===== src/rtl/gpio_port_pkg.sv =====
package gpio_port_pkg;

    typedef enum logic [1:0] {
        ACC_IDLE,
        ACC_READ,
        ACC_WRITE
    } acc_kind_e;

    typedef enum logic [1:0] {
        SEL_PIN,
        SEL_DIR,
        SEL_LAT,
        SEL_NONE
    } reg_sel_e;

endpackage


===== src/rtl/gpio_in_sync.sv =====
module gpio_in_sync #(
    parameter int WIDTH  = 8,
    parameter int STAGES = 2
) (
    input  logic             clk,
    input  logic             rst_n,
    input  logic [WIDTH-1:0] async_in,
    output logic [WIDTH-1:0] sync_out
);
    logic [WIDTH-1:0] stage_q [STAGES];

    always_ff @(posedge clk or negedge rst_n) begin
        if (!rst_n) stage_q[0] <= '0;
        else        stage_q[0] <= async_in;
    end

    for (genvar g = 1; g < STAGES; g++) begin : g_stage
        always_ff @(posedge clk or negedge rst_n) begin
            if (!rst_n) stage_q[g] <= '0;
            else        stage_q[g] <= stage_q[g-1];
        end
    end

    assign sync_out = stage_q[STAGES-1];
endmodule


===== src/rtl/gpio_reg_file.sv =====
module gpio_reg_file
    import gpio_port_pkg::*;
#(
    parameter int WIDTH = 8
) (
    input  logic             clk,
    input  logic             rst_n,
    input  acc_kind_e        acc,
    input  reg_sel_e         sel,
    input  logic [WIDTH-1:0] wdata,
    output logic [WIDTH-1:0] dir_q,
    output logic [WIDTH-1:0] lat_q
);
    always_ff @(posedge clk or negedge rst_n) begin
        if (!rst_n) begin
            dir_q <= '0;
            lat_q <= '0;
        end else if (acc == ACC_WRITE) begin
            unique case (sel)
                SEL_PIN:  lat_q <= lat_q ^ wdata;
                SEL_DIR:  dir_q <= wdata;
                SEL_LAT:  lat_q <= wdata;
                SEL_NONE: ;
            endcase
        end
    end
endmodule


===== src/rtl/gpio_chg_detect.sv =====
module gpio_chg_detect #(
    parameter int WIDTH = 8
) (
    input  logic             clk,
    input  logic             rst_n,
    input  logic [WIDTH-1:0] dir_q,
    input  logic [WIDTH-1:0] lat_q,
    output logic [WIDTH-1:0] strobe,
    output logic [WIDTH-1:0] level
);
    logic [WIDTH-1:0] lat_prev_q;
    logic [WIDTH-1:0] hit;

    assign hit = dir_q & (lat_q ^ lat_prev_q);

    always_ff @(posedge clk or negedge rst_n) begin
        if (!rst_n) begin
            lat_prev_q <= '0;
            strobe     <= '0;
            level      <= '0;
        end else begin
            lat_prev_q <= lat_q;
            strobe     <= hit;
            level      <= lat_q & hit;
        end
    end
endmodule


===== src/rtl/gpio_port_regs.sv =====
module gpio_port_regs
    import gpio_port_pkg::*;
#(
    parameter int WIDTH       = 8,
    parameter int ADDR_W      = 4,
    parameter int SYNC_STAGES = 2
) (
    input  logic              clk,
    input  logic              rst_n,
    input  logic              bus_sel,
    input  logic              bus_we,
    input  logic [ADDR_W-1:0] bus_addr,
    input  logic [WIDTH-1:0]  bus_wdata,
    output logic [WIDTH-1:0]  bus_rdata,
    input  logic [WIDTH-1:0]  pin_in,
    output logic [WIDTH-1:0]  pin_out,
    output logic [WIDTH-1:0]  pin_oe,
    output logic [WIDTH-1:0]  chg_strobe,
    output logic [WIDTH-1:0]  chg_level
);
    localparam logic [ADDR_W-1:0] OFS_PIN = ADDR_W'(0);
    localparam logic [ADDR_W-1:0] OFS_DIR = ADDR_W'(1);
    localparam logic [ADDR_W-1:0] OFS_LAT = ADDR_W'(2);

    acc_kind_e        acc;
    reg_sel_e         sel;
    logic [WIDTH-1:0] pin_sync;
    logic [WIDTH-1:0] dir_q;
    logic [WIDTH-1:0] lat_q;
    logic [WIDTH-1:0] rdata_q;

    always_comb begin
        if (!bus_sel)    acc = ACC_IDLE;
        else if (bus_we) acc = ACC_WRITE;
        else             acc = ACC_READ;
    end

    always_comb begin
        if (bus_addr == OFS_PIN)      sel = SEL_PIN;
        else if (bus_addr == OFS_DIR) sel = SEL_DIR;
        else if (bus_addr == OFS_LAT) sel = SEL_LAT;
        else                          sel = SEL_NONE;
    end

    gpio_in_sync #(.WIDTH(WIDTH), .STAGES(SYNC_STAGES)) u_sync (
        .clk      (clk),
        .rst_n    (rst_n),
        .async_in (pin_in),
        .sync_out (pin_sync)
    );

    gpio_reg_file #(.WIDTH(WIDTH)) u_regs (
        .clk   (clk),
        .rst_n (rst_n),
        .acc   (acc),
        .sel   (sel),
        .wdata (bus_wdata),
        .dir_q (dir_q),
        .lat_q (lat_q)
    );

    gpio_chg_detect #(.WIDTH(WIDTH)) u_chg (
        .clk    (clk),
        .rst_n  (rst_n),
        .dir_q  (dir_q),
        .lat_q  (lat_q),
        .strobe (chg_strobe),
        .level  (chg_level)
    );

    always_ff @(posedge clk or negedge rst_n) begin
        if (!rst_n) begin
            rdata_q <= '0;
        end else if (acc == ACC_READ) begin
            unique case (sel)
                SEL_PIN:  rdata_q <= pin_sync;
                SEL_DIR:  rdata_q <= dir_q;
                SEL_LAT:  rdata_q <= lat_q;
                SEL_NONE: rdata_q <= '0;
            endcase
        end else begin
            rdata_q <= '0;
        end
    end

    assign bus_rdata = rdata_q;
    assign pin_out   = lat_q;
    assign pin_oe    = dir_q;
endmodule


===== config.mk =====
export PLATFORM = sky130hd
export DESIGN_NAME = gpio_port_regs
export DESIGN_NICKNAME = d
export VERILOG_FILES = /design/src/rtl/gpio_port_pkg.sv /design/src/rtl/gpio_in_sync.sv /design/src/rtl/gpio_reg_file.sv /design/src/rtl/gpio_chg_detect.sv /design/src/rtl/gpio_port_regs.sv
export SDC_FILE = /design/constraint.sdc
export NUM_CORES = 1
export LEC_CHECK = 0
export BUFFER_PORTS_ARGS = -buffer_cell sky130_fd_sc_hd__buf_2
export CAP_MARGIN = 20
export CORE_MARGIN = 8
export CORE_UTILIZATION = 40
export CTS_BUF_LIST = sky130_fd_sc_hd__clkbuf_4
export DETAILED_ROUTE_END_ITERATION = 8
export GPL_TIMING_DRIVEN = 0
export PLACE_DENSITY = 0.73
export SYNTH_ARGS = -nofsm -noshare
export SYNTH_HDL_FRONTEND = slang
export SYNTH_SLANG_ARGS = --single-unit

===== constraint.sdc =====
create_clock -name clk -period 0.9 [get_ports clk]
set_input_delay 0.09 -clock clk [delete_from_list [all_inputs] [get_ports clk]]
set_output_delay 0.09 -clock clk [all_outputs]
set_load 0.01 [all_outputs]

# Word-level counts from Yosys, hierarchy flattened

Cells that the tools add are included.

Output and inout port bits: 40
Bits in registers: 64
Word-level logic and storage cells: 32
Input bits: 24

Equality and inequality tests: 7
Reductions and logical operators: 5
Muxes and demuxes: 8
Bitwise logic cells: 4

Operators with widths:

| operator             | count |
|---|---|
| $pmux W8 S4          | 1 |
| $and A8 B8 Y8        | 2 |
| $pmux W8 S2          | 1 |
| $xor A8 B8 Y8        | 2 |
| $mux W2              | 4 |
| $mux W8              | 1 |
| $eq A2 B2 Y1 const B | 3 |
| $eq A2 B1 Y1 const B | 2 |
| $eq A4 B1 Y1 const B | 1 |
| $eq A4 B2 Y1 const B | 1 |
| $logic_not A4 Y1     | 1 |
| $reduce_and A2 Y1    | 2 |
| $logic_not A2 Y1     | 1 |
| $reduce_bool A2 Y1   | 1 |
| $mux W1              | 1 |

# Logic depth before layout (Yosys ltp)

Depth after elaboration: 7
Depth in mapped cells: 5
Depth with buffers taken out: 3

# Cells and area by module

A second synthesis with hierarchy kept.

Cell total of the unflattened synthesis: 183
Area total of the unflattened synthesis: 2610.0 um2

Modules (own cells, without submodules):

| module          | instances | cells an instance | area an instance (um2) | sequential area each (um2) |
|---|---|---|---|---|
| gpio_chg_detect | 1         | 55                | 782.0                  | 600.6 |
| gpio_reg_file   | 1         | 53                | 757.0                  | 400.4 |
| gpio_port_regs  | 1         | 51                | 610.6                  | 200.2 |
| gpio_in_sync    | 1         | 24                | 460.4                  | 400.4 |

# Least setup slack after synthesis

Ideal clock, no wire load.

Kind: input -> register
Start: input port bus_addr[1]
End: register rdata_q[5] (netlist: bus_rdata[5])
Cell stages on the path: 5
Arrival time: 1021 ps
Required time: 753 ps
Path slack: -268 ps
Buffers on the path: 2
Library setup time: 147 ps
Path through: clkbuf_1 -> or4_1 -> clkbuf_1 -> nor2_1 -> a2111oi_2

Longest elaborated chain between the ends: 7
Elaborated cells on any way between the ends: 12
Those cells by class: 5 x eq/ne; 5 x mux; 2 x reduce/logical

RTL lines:

| element                                    | line                 | RTL |
|---|---|---|
| from (decl)                                | gpio_port_regs.sv:12 | `input logic [ADDR_W-1:0] bus_addr,` |
| $eq A4 B2 Y1                               | gpio_port_regs.sv:41 | `else if (bus_addr == OFS_LAT) sel = SEL_LAT;` |
| $mux W1                                    | gpio_port_regs.sv:41 |  |
| $mux W2                                    | gpio_port_regs.sv:40 | `else if (bus_addr == OFS_DIR) sel = SEL_DIR;` |
| $mux W2 *                                  | gpio_port_regs.sv:39 | `if (bus_addr == OFS_PIN) sel = SEL_PIN;` |
| $eq A2 B2 Y1, or another cell as far along | gpio_port_regs.sv:75 | `unique case (sel)` |
| $pmux W8 S4 *                              | gpio_port_regs.sv:75 |  |
| $mux W8 *                                  | gpio_port_regs.sv:74 | `end else if (acc == ACC_READ) begin` |
| to (signal assigned)                       | gpio_port_regs.sv:76 | `SEL_PIN: rdata_q <= pin_sync;` |
| to (signal assigned)                       | gpio_port_regs.sv:77 | `SEL_DIR: rdata_q <= dir_q;` |
| to (signal assigned)                       | gpio_port_regs.sv:78 | `SEL_LAT: rdata_q <= lat_q;` |
| to (decl)                                  | gpio_port_regs.sv:30 | `logic [WIDTH-1:0] rdata_q;` |

Every way passes the cells marked *; elsewhere a longest branch is shown, timed or not.
A chain may end at the register's enable or synchronous reset.

# Final worst setup path

Start: register u_regs.lat_q[6]
End: output port pin_out[6]

RTL lines:

| element                | line                 | RTL |
|---|---|---|
| from (decl)            | gpio_reg_file.sv:12  | `output logic [WIDTH-1:0] lat_q` |
| from (signal assigned) | gpio_reg_file.sv:20  | `SEL_PIN: lat_q <= lat_q ^ wdata;` |
| from (signal assigned) | gpio_reg_file.sv:22  | `SEL_LAT: lat_q <= wdata;` |
| to (decl)              | gpio_port_regs.sv:16 | `output logic [WIDTH-1:0] pin_out,` |

No word-level cell between the ends.

==> results.cfg <==
[run_status]
outcome = finished, violations left
failed_checks = negative setup slack

[clock_network]
clkSlewWorstSetupHoldPaths_ns = 0.10
clk_root_buffer_cell = sky130_fd_sc_hd__clkbuf_4
clock_sink_count = 64
cts_buffer_depth = 2
cts_made_buffers = 9
clock_tree.htree_level_count = 3
tritoncts = yes
clock_insertion_delay_worst_skew_ns = 0.42

[worst_setup_path]
cp-startpoint = u_regs.lat_q[6]
end_kind = output pin
critical-path-slowest-cell = sky130_fd_sc_hd__dfrtp_2
arrival_time_of_the_worst_setup_path_ns = 1.01
setup.worst_path.start_class = flip-flop
worstReg2RegStart = u_regs.lat_q[6]
crit_fanout = 4
crit_chain = buf_6
timing.setup.critical_path_class = flip-flop to output pin
reg2reg_slack_ns = -0.17
number_of_buffers_and_inverters_on_the_critical_path = 1
cp_slowest_stage_delay_ns = 0.46
cpLargestDelayFamily = flip-flops
worst_ep_required_time_ns = 0.81

[timing]
timing.final.crit_share_pct = 122
grt_setup_unrepaired = yes
timing.clock.skew_ns = 0.0175
finalWorstSetupSlack_ns = -0.202
setup_tns_ns = -7.90
relSlewSlack_pct = 55.2
final-setup-viol-count = 73
fin_max_slew_vios = 0
worst-slew-pin-transition_ns = 0.672
hold_viol = 0
hold-worst-slack_ns = 0.108
post-route-min-period_ns = 1.10
max_freq_mhz = 907

[route]
drc = 0
drtPass1Iterations = 4
vias_per_cell = 5.03
detail_route.wirelength_mm = 6.97
route.antenna.remaining_nets = 0
detail_route.iter0.violations = 108
wl_per_cell_um = 17.4
dr_total_vias = 2018

[power]
cellInternalPower_mw = 4.79
power.share.switching_pct = 27.5
comb_power_share_pct = 23.0
net-switching-power_mw = 1.81
clkPwrFrac_pct = 28.2
vdd_drop_max_mv = 1.05
power.sequential.fraction_pct = 48.8
static-leakage-power_nw = 1.91
cellPowerDensity_mw_per_mm2 = 1630

[layout]
final_util_pct = 68.5
finish.net_count = 345
layout-drive-gt1-share_pct = 60.1
post_layout_instance_count_excluding_filler_cells = 401
antenna_cells = 0
area_growth_pct = 65.0

[floorplan]
core_area_mm2 = 0.00592
ioPinCount = 64
die_w_um = 94.4
floorplan.rows = 28
fp.dieArea_mm2 = 0.00892
die-height_um = 94.4
start_util_pct = 41.5

[synthesis]
ys_dominant_reg_cell = sky130_fd_sc_hd__dfrtp_1
synth.yosys.warnings = 0
asyncSetResetFlopFracSynth_pct = 100
yosys-top-cells-count = sky130_fd_sc_hd__dfrtp_1, sky130_fd_sc_hd__nand3_1, sky130_fd_sc_hd__nor2_1
synth.ff_latch_count = 64
synth-edff-count = 0
postSynthAreaPerCell_um2 = 12.9
synth.cell_area_mm2 = 0.00246
yosys.cell_count.top_type = sky130_fd_sc_hd__dfrtp_1
synthTopCellsByArea = sky130_fd_sc_hd__dfrtp_1, sky130_fd_sc_hd__nand3_1, sky130_fd_sc_hd__a2111oi_2
synth_nets = 215
synth_largest_type_area_fraction_pct = 65.1
synthesized_instance_count = 191
netlist.top_cell.by_area = sky130_fd_sc_hd__dfrtp_1
synth_seq_area_share_pct = 65.1
post_synth_num_cell_types = 20

[global_route]
global_route.overflow_total = 0
antenna_found_initial = 0
global_routing_usage_summed_across_all_routing_layers_pct = 14.6
grt_pass1_wl_mm = 9.87
pin_count_of_the_biggest_net_entering_global_routing = 39
grt_pass1_vias = 1991

[place]
routabilityCongestion = 0.741
placed_cells = 329
port_buffers = 62

[worst_hold_path]
min-delay-start = bus_addr[0]
min_path_type = input pin to flip-flop

[flow_run]
max_cap_viol_count = 0
==> metrics by stage <==
stage | power [mW] | area (um^2) | setup slack [ns]
floorplan | 3.66 | 2520 | -0.221
global placement | 4.00 | 2920 | -0.533
detailed placement | 4.04 | 2940 | -0.473
CTS | 6.42 | 3800 | -0.227
global route | 6.88 | 4060 | -0.248
finish | 6.60 | 4060 | -0.202
==> timing repair <==
action / in CTS / in global routing
gates resized for setup: 56 / 48
setup endpoints to repair: 58 / 115
buffers inserted: 32 / 8
pin swaps: 33 / 9
hold buffers: 17 / 0
endpoints found under the hold margin: 50 / 0
==> metal layers <==
layer / share of wire [%] / vias to the layer above / GRT usage, %
li1: - / 928 / -
met2: 50 / 65 / 23.1
met3: 6.7 / 17 / 4.21
met1: 40 / 1008 / 16.8
met4: 3.0 / 0 / 10.2
met5: 0 / - / 0
==> placed cells by master (no fill, tap or decap), types with 3 or more instances in the layout <==
master / instances
sky130_fd_sc_hd__nor2_1: 8
sky130_fd_sc_hd__clkbuf_2: 3
sky130_fd_sc_hd__mux2_4: 6
sky130_fd_sc_hd__a2111oi_4: 8
sky130_fd_sc_hd__and3_1: 6
sky130_fd_sc_hd__nand3_2: 8
sky130_fd_sc_hd__nand3_1: 16
sky130_fd_sc_hd__buf_2: 51
sky130_fd_sc_hd__buf_6: 39
sky130_fd_sc_hd__nor2b_4: 3
sky130_fd_sc_hd__nand2b_4: 8
sky130_fd_sc_hd__xor2_2: 4
sky130_fd_sc_hd__o31ai_2: 4
sky130_fd_sc_hd__nor2_2: 12
sky130_fd_sc_hd__nor2b_1: 5
sky130_fd_sc_hd__dfrtp_2: 8
sky130_fd_sc_hd__xor2_1: 4
sky130_fd_sc_hd__clkbuf_4: 12
sky130_fd_sc_hd__buf_4: 13
sky130_fd_sc_hd__nor2_4: 4
sky130_fd_sc_hd__dfrtp_1: 56
sky130_fd_sc_hd__and2_1: 8
sky130_fd_sc_hd__o31ai_1: 4
sky130_fd_sc_hd__dlygate4sd3_1: 17
==> state kept, by name (all words and copies together) (netlist names) <==
name,count
u_sync.sync_out,8
u_sync.stage_q,8
u_chg.lat_prev_q,8
bus_rdata,8
u_regs.lat_q,8
u_chg.strobe,8
u_chg.level,8
u_regs.dir_q,8
==> cell families (layout without fill, tap and decap cells) <==
group	Yosys count	in the layout	synth area share, %
AND/OR/NAND/NOR	85	85	19.0
AO/OA/AOI/OAI	16	16	7.32
multiplexers	8	8	3.66
XOR/XNOR	8	8	2.85
flip-flops	64	64	65.1
buffers and inverters	10	145	2.09
==> power by group through the flow <==
stage	combinational [mW]	sequential, mW	clock (mW)
6_report	1.52	3.22	1.86
4_1_cts	1.29	3.21	1.92
5_1_grt	1.61	3.24	2.03
3_3_place_gp	0.700	3.29	0
3_5_place_dp	0.730	3.31	0
2_1_floorplan	0.311	3.35	0
==> layout make-up <==
cell class,count,area [um^2]
Sequential cell,64,1610
Fill cell,394,1860
Multi-Input combinational cell,117,1180
Clock inverter,5,47.5
Buffer,10,77.6
Timing Repair Buffer,119,963
Tap cell,75,93.8
Clock buffer,11,82.6
==> worst paths after layout <==
check | endpoint | cells after the start
worst max-delay path | pin_out[6] | 1
worst min-delay path | bus_rdata[7] | 3
worst max register to register | u_chg.level[6] | 3
worst min register to register | u_sync.sync_out[5] | 0
max in group asynchronous | u_regs.lat_q[1] | 3
min in group asynchronous | bus_rdata[3] | 2
Note: power is estimated with default switching activity, not from simulation.
